[src/rtl/slow_clk_monitor.sv]
module slow_clk_monitor #(
  parameter int RATIO = 32
) (
  input  logic clk,
  input  logic rst_n,
  input  logic mon_clk,
  input  logic chk_disable,
  input  logic gen_enable,
  output logic clk_err,
  output logic err_set_pulse
);
  localparam int LIMIT = 2 * RATIO;
  localparam int CW    = $clog2(LIMIT + 1);

  logic [2:0]    sync_q;
  logic          det_off_q;
  logic [CW-1:0] gap_q;
  logic [1:0]    good_q;

  logic mon_edge, active, in_window, timeout;

  assign mon_edge  = sync_q[1] & ~sync_q[2];
  assign active    = gen_enable & ~det_off_q;
  assign in_window = (gap_q != CW'(LIMIT));
  assign timeout   = ~mon_edge & (gap_q == CW'(LIMIT - 1));

  always_ff @(posedge clk or negedge rst_n)
    if (!rst_n) sync_q <= '0;
    else        sync_q <= {sync_q[1:0], mon_clk};

  always_ff @(posedge clk or negedge rst_n)
    if (!rst_n)           det_off_q <= 1'b0;
    else if (!gen_enable) det_off_q <= chk_disable;

  always_ff @(posedge clk or negedge rst_n) begin
    if (!rst_n) begin
      gap_q         <= '0;
      good_q        <= '0;
      clk_err       <= 1'b0;
      err_set_pulse <= 1'b0;
    end else if (!active) begin
      gap_q         <= '0;
      good_q        <= '0;
      clk_err       <= 1'b0;
      err_set_pulse <= 1'b0;
    end else begin
      err_set_pulse <= 1'b0;
      if (mon_edge) begin
        gap_q <= '0;
        if (clk_err) begin
          if (!in_window)
            good_q <= '0;
          else if (good_q == 2'd1) begin
            good_q  <= '0;
            clk_err <= 1'b0;
          end else
            good_q <= good_q + 2'd1;
        end
      end else begin
        if (in_window) gap_q <= gap_q + CW'(1);
        if (timeout) begin
          good_q <= '0;
          if (!clk_err) begin
            clk_err       <= 1'b1;
            err_set_pulse <= 1'b1;
          end
        end
      end
    end
  end
endmodule


[config.mk]
export PLATFORM = sky130hd
export DESIGN_NAME = slow_clk_monitor
export DESIGN_NICKNAME = d
export VERILOG_FILES = /design/src/rtl/slow_clk_monitor.sv
export SDC_FILE = /design/constraint.sdc
export NUM_CORES = 1
export LEC_CHECK = 0
export BUFFER_PORTS_ARGS = -buffer_cell sky130_fd_sc_hd__buf_2
export CAP_MARGIN = 20
export CORE_MARGIN = 2
export CORE_UTILIZATION = 40
export DETAILED_ROUTE_END_ITERATION = 10
export SLEW_MARGIN = 30
export SYNTH_ARGS = -nofsm -noshare
export SYNTH_HDL_FRONTEND = slang
export SYNTH_SLANG_ARGS = --single-unit
[constraint.sdc]
create_clock -name clk -period 2.9 [get_ports clk]
set_clock_uncertainty 0.05 [all_clocks]
set_input_delay 0.725 -clock clk [delete_from_list [all_inputs] [get_ports clk]]
set_output_delay 0.725 -clock clk [all_outputs]
set_load 0.03 [all_outputs]
* Yosys cells after proc, flatten, opt, wreduce, memory -nomap -nowiden
Cells that the tools add are included.
W data, S select, Z words.
** Cells by class
- $add $sub $neg :: 2
- Equal/unequal tests :: 6
- Mux-type cells :: 19
- Bitwise operators :: 6
- Reduce and logical (&&, ||, !) cells :: 1
** Operator list (count)
- $mux W7 :: 3
- $mux W2 :: 6
- $mux W1 :: 10
- $add A7 B1 Y7 const B :: 1
- $eq A7 B6 Y1 const B :: 1
- $ne A7 B7 Y1 const B :: 1
- $ne A3 B2 Y1 const B :: 2
- $and A1 B1 Y1 :: 3
- $ne A3 B3 Y1 const B :: 1
- $not A1 Y1 :: 3
- $add A2 B1 Y2 const B :: 1
- $eq A2 B1 Y1 const B :: 1
- $reduce_and A2 Y1 :: 1
** Word-level totals
- Flip-flop bits (word level) :: 15
- Input bits :: 5
- Output and inout bits :: 2
- Word-level logic and storage cells :: 40

* Logic depth before layout (Yosys ltp)
- Depth in word-level cells :: 7
- Depth in mapped cells :: 5
- Mapped depth without buffers :: 5

* Least setup slack after synthesis
No wires, ideal clock.
- Path type :: input-to-reg
- Start point :: input port gen_enable
- End point :: register good_q[0]
- Setup time :: 104 ps
- Arrival :: 1331 ps
- Required time :: 2746 ps
- Slack :: 1415 ps
- Stages :: 3
- Buffers on the path :: 0
- Cells stage by stage :: nor2b_1 nand2_1 o311ai_1
** On the way
- Cells in the longest elaborated chain, start to end :: 3
- Elaborated cells on any way between the ends :: 5
- Classes of those cells :: eq/ne (2); mux (1); bitwise (1); reduce/logical (1)
** Ends and longest elaborated chain
- start: declaration :: RTL line 8 : input logic gen_enable,
- $and A1 B1 Y1 * :: RTL line 23 : assign active = gen_enable & ~det_off_q;
- $ne A3 B2 Y1 (no line) / $ne A3 B3 Y1 (equally long branches)
- $reduce_and A2 Y1 (no line)
- end signal: assignment :: RTL line 57 : good_q <= good_q + 2'd1;
- end: declaration :: RTL line 18 : logic [1:0] good_q;
Every way passes the cells marked *; elsewhere a longest branch is shown, timed or not.
A chain may end at the register's enable or synchronous reset.

* Final worst setup path
- Start point :: register clk_err
- End point :: output port clk_err
** RTL lines
- start: declaration :: RTL line 9 : output logic clk_err,
- start signal: assignment :: RTL line 39 : clk_err <= 1'b0;
- start signal: assignment :: RTL line 44 : clk_err <= 1'b0;
- start signal: assignment :: RTL line 55 : clk_err <= 1'b0;
No word-level cell between the ends.

==> results by group <==
Finish
  – Commonest non-fill, non-tap cells in the layout: dfrtp_1, o21ai_0, buf_2
  – Area Overhead vs Synth: 11.5%
  – Post-Layout Cell Count: about 100
  – Layout cells sized above 1: 0.143
  – Most common cell after layout, fill and taps aside: dfrtp_1
  – Antenna diode count: 0
  – Final nets: 85
  – Final Cell Area: approximately 800 sq um

Global routing
  – Total gr overflow: 0
  – Number of global-route vias before repair: ~490
  – GRT Overall Usage: 0.145
  – Antenna violations before repair: 0
  – Global-route wire length before repair: approximately 2.1 mm
  – Largest net degree at the start of global routing: 16

Worst setup path
  – Reg2Reg Depth: 5
  – Worst Setup End Kind: primary output
  – Startpoint types: register
  – Crit path kind: register to primary output
  – Crit path depth: 1
  – Worst Path Max Fanout: 6
  – Worst path bufs/invs: 1
  – CP arrival: 0.95 ns
  – CP max stage delay: 0.44 ns
  – Worst EP required: 2.12 ns
  – Reg2Reg Setup Slack: between 1 and 1.5 ns
  – Worst r2r dst: gap_q[1]
  – Worst r2r src: gap_q[0]
  – CP Cell Sequence: buf_2
  – Worst path top cell family by delay: flip-flops
  – Slowest cell on crit path: dfrtp_1

STA
  – Fmax: between 500 and 600 MHz
  – Setup_tns: 0 ns
  – Max Slew Vio Count: 0
  – Fin. Hold Viols: 0
  – Worst slew pin tran: slightly above 0.4 ns
  – Tmin final: between 1.5 and 2 ns
  – Crit share post-route: 0.594
  – Endpoints failing setup: 0
  – RSZ-0062 raised after global routing: false
  – Max-slew headroom: 0.725

Floorplan
  – Io pins: 7
  – Die area: 2150 sq um
  – Die Ht: 46.4 microns
  – Starting Density: 0.421
  – Row cnt: 15
  – Core Box Area: 1710 sq um
  – Width of the die: between 40 and 50 microns

Pwr
  – Leakage: roughly 0.34 nW
  – PD cells: approximately 440 nW/um^2
  – Pwr Total: 0.353 mW
  – Peak VDD IR: between 0.2 and 0.3 mV

Yosys
  – Synthesized area per cell: approximately 11 sq um
  – Synth top area cells: dfrtp_1, o21ai_0, ha_1, a21oi_1, nand3_1
  – Seq/Total Area, Yosys: 0.523
  – Post-synth top area share: 0.523
  – Yosys cell types: 27
  – Gate Count Post-Synth: 68
  – Post-synth net total: 75
  – Seq cells post-synth: 15
  – Synth area leader: dfrtp_1
  – Synth Warn #: 0
  – Synthesized cell area: roughly 720 sq um

Drt
  – WL final: between 1 and 1.5 mm
  – DRC viols: 0
  – Vias: between 500 and 600
  – WL/cell: 12.3 microns
  – DRT Pass-1 Iters: 4
  – Avg Vias per Cell: ~5.3
  – DR iter-0 viols: 12
  – ANT nets after route: 0

Job
  – MaxCap Viol Count: 0

Placed design
  – Gp weighted congestion: roughly 0.72
  – Placed wire-length estimate: 918 microns
  – Placed inst area: between 700 and 800 sq um
  – Dpl cells: 98
  – I/O Buffers: 6

Clock network
  – Clock tree sinks: 15
  – CTS clk-pin slew, worst paths: approximately 0.08 ns
  – CTS Buffer Depth: 2
  – Clock Root Buffer: clkbuf_4
  – Worst-Skew Late Latency: ~0.27 ns
  – CTS tree: done
  – Post-CTS Resized: 0
  – Htree depth: 1
  – Cts bufs inserted: 3
  – Post-CTS Setup Inserts: 0
  – Hold Buf Count CTS: 0

Outcome
  – Status: finished, final reports clean

Min path
  – HP Class: input port to asynchronous set/reset pin
## per-stage QoR
stage               setup WS [ns]   util  hold WS (ns)
detailed placement           1.14  0.453         0.292
CTS                          1.17  0.469         0.287
finish                       1.18  0.469         0.282
floorplan                    1.41      -         0.281
global route                 1.13  0.469         0.303
global placement             1.18  0.453         0.292
## worst max path at each step
stage,startpoint,endpoint
after CTS,clk_err,clk_err
after global routing,clk_err,clk_err
after global placement,gen_enable,good_q[0]
final,clk_err,clk_err
after detailed placement,gen_enable,good_q[0]
after floorplan,gen_enable,good_q[0]
## Yosys cell counts
cell,count
dfrtp_1,15
o21ai_0,6
a21oi_1,4
nand2_1,4
nand3_1,4
inv_1,3
nor3_1,3
and3_1,2
ha_1,2
nand2b_1,2
nand3b_1,2
nor2_1,2
nor2b_1,2
o2111ai_1,2
or3_1,2
xor2_1,2
a41o_1,1
and3b_1,1
and4bb_2,1
buf_2,1
mux2_2,1
nand4bb_1,1
nor3b_1,1
nor4bb_1,1
o211ai_1,1
o311ai_1,1
or2_0,1
## registers in the layout (all words and copies together), names as in the netlist
register / flops
gap_q: 7
sync_q: 3
good_q: 2
clk_err: 1
det_off_q: 1
err_set_pulse: 1
## area by class of cell
cell class                 count  area (sq um)
fill                         166           907
sequential                    15           375
tap                           25          31.3
multi-input combinational     49           327
timing repair buffer           6          30.0
clock buffer                   4          26.3
inverter                       3          11.3
## power breakdown
part | total, mW | leakage (nW) | internal [mW] | switching, mW
clock network | 0.115 | 0.0150 | 0.0533 | 0.0622
logic | 0.0192 | 0.128 | 0.00757 | 0.0117
registers | 0.218 | 0.200 | 0.214 | 0.00427
## layer usage
layer  vias to the layer above  track usage  share of wire
met5                         -            0              0
met4                         0        0.103          0.017
met3                         2       0.0353          0.033
met2                         7        0.203           0.44
met1                       261        0.194           0.51
li1                        269            -              -
## cells by family after synthesis
logic type                 Yosys count  share of synthesized area
DFF                                 15                      0.523
muxes                                1                     0.0157
adders and majority gates            2                     0.0348
AOI/OAI and AO/OA                   15                      0.131
and+or+nand+nor                     29                      0.249
buffers and inverters                4                     0.0226
xor gates and xnor gates             2                     0.0244
No activity file was read; power rests on OpenSTA's default activity.
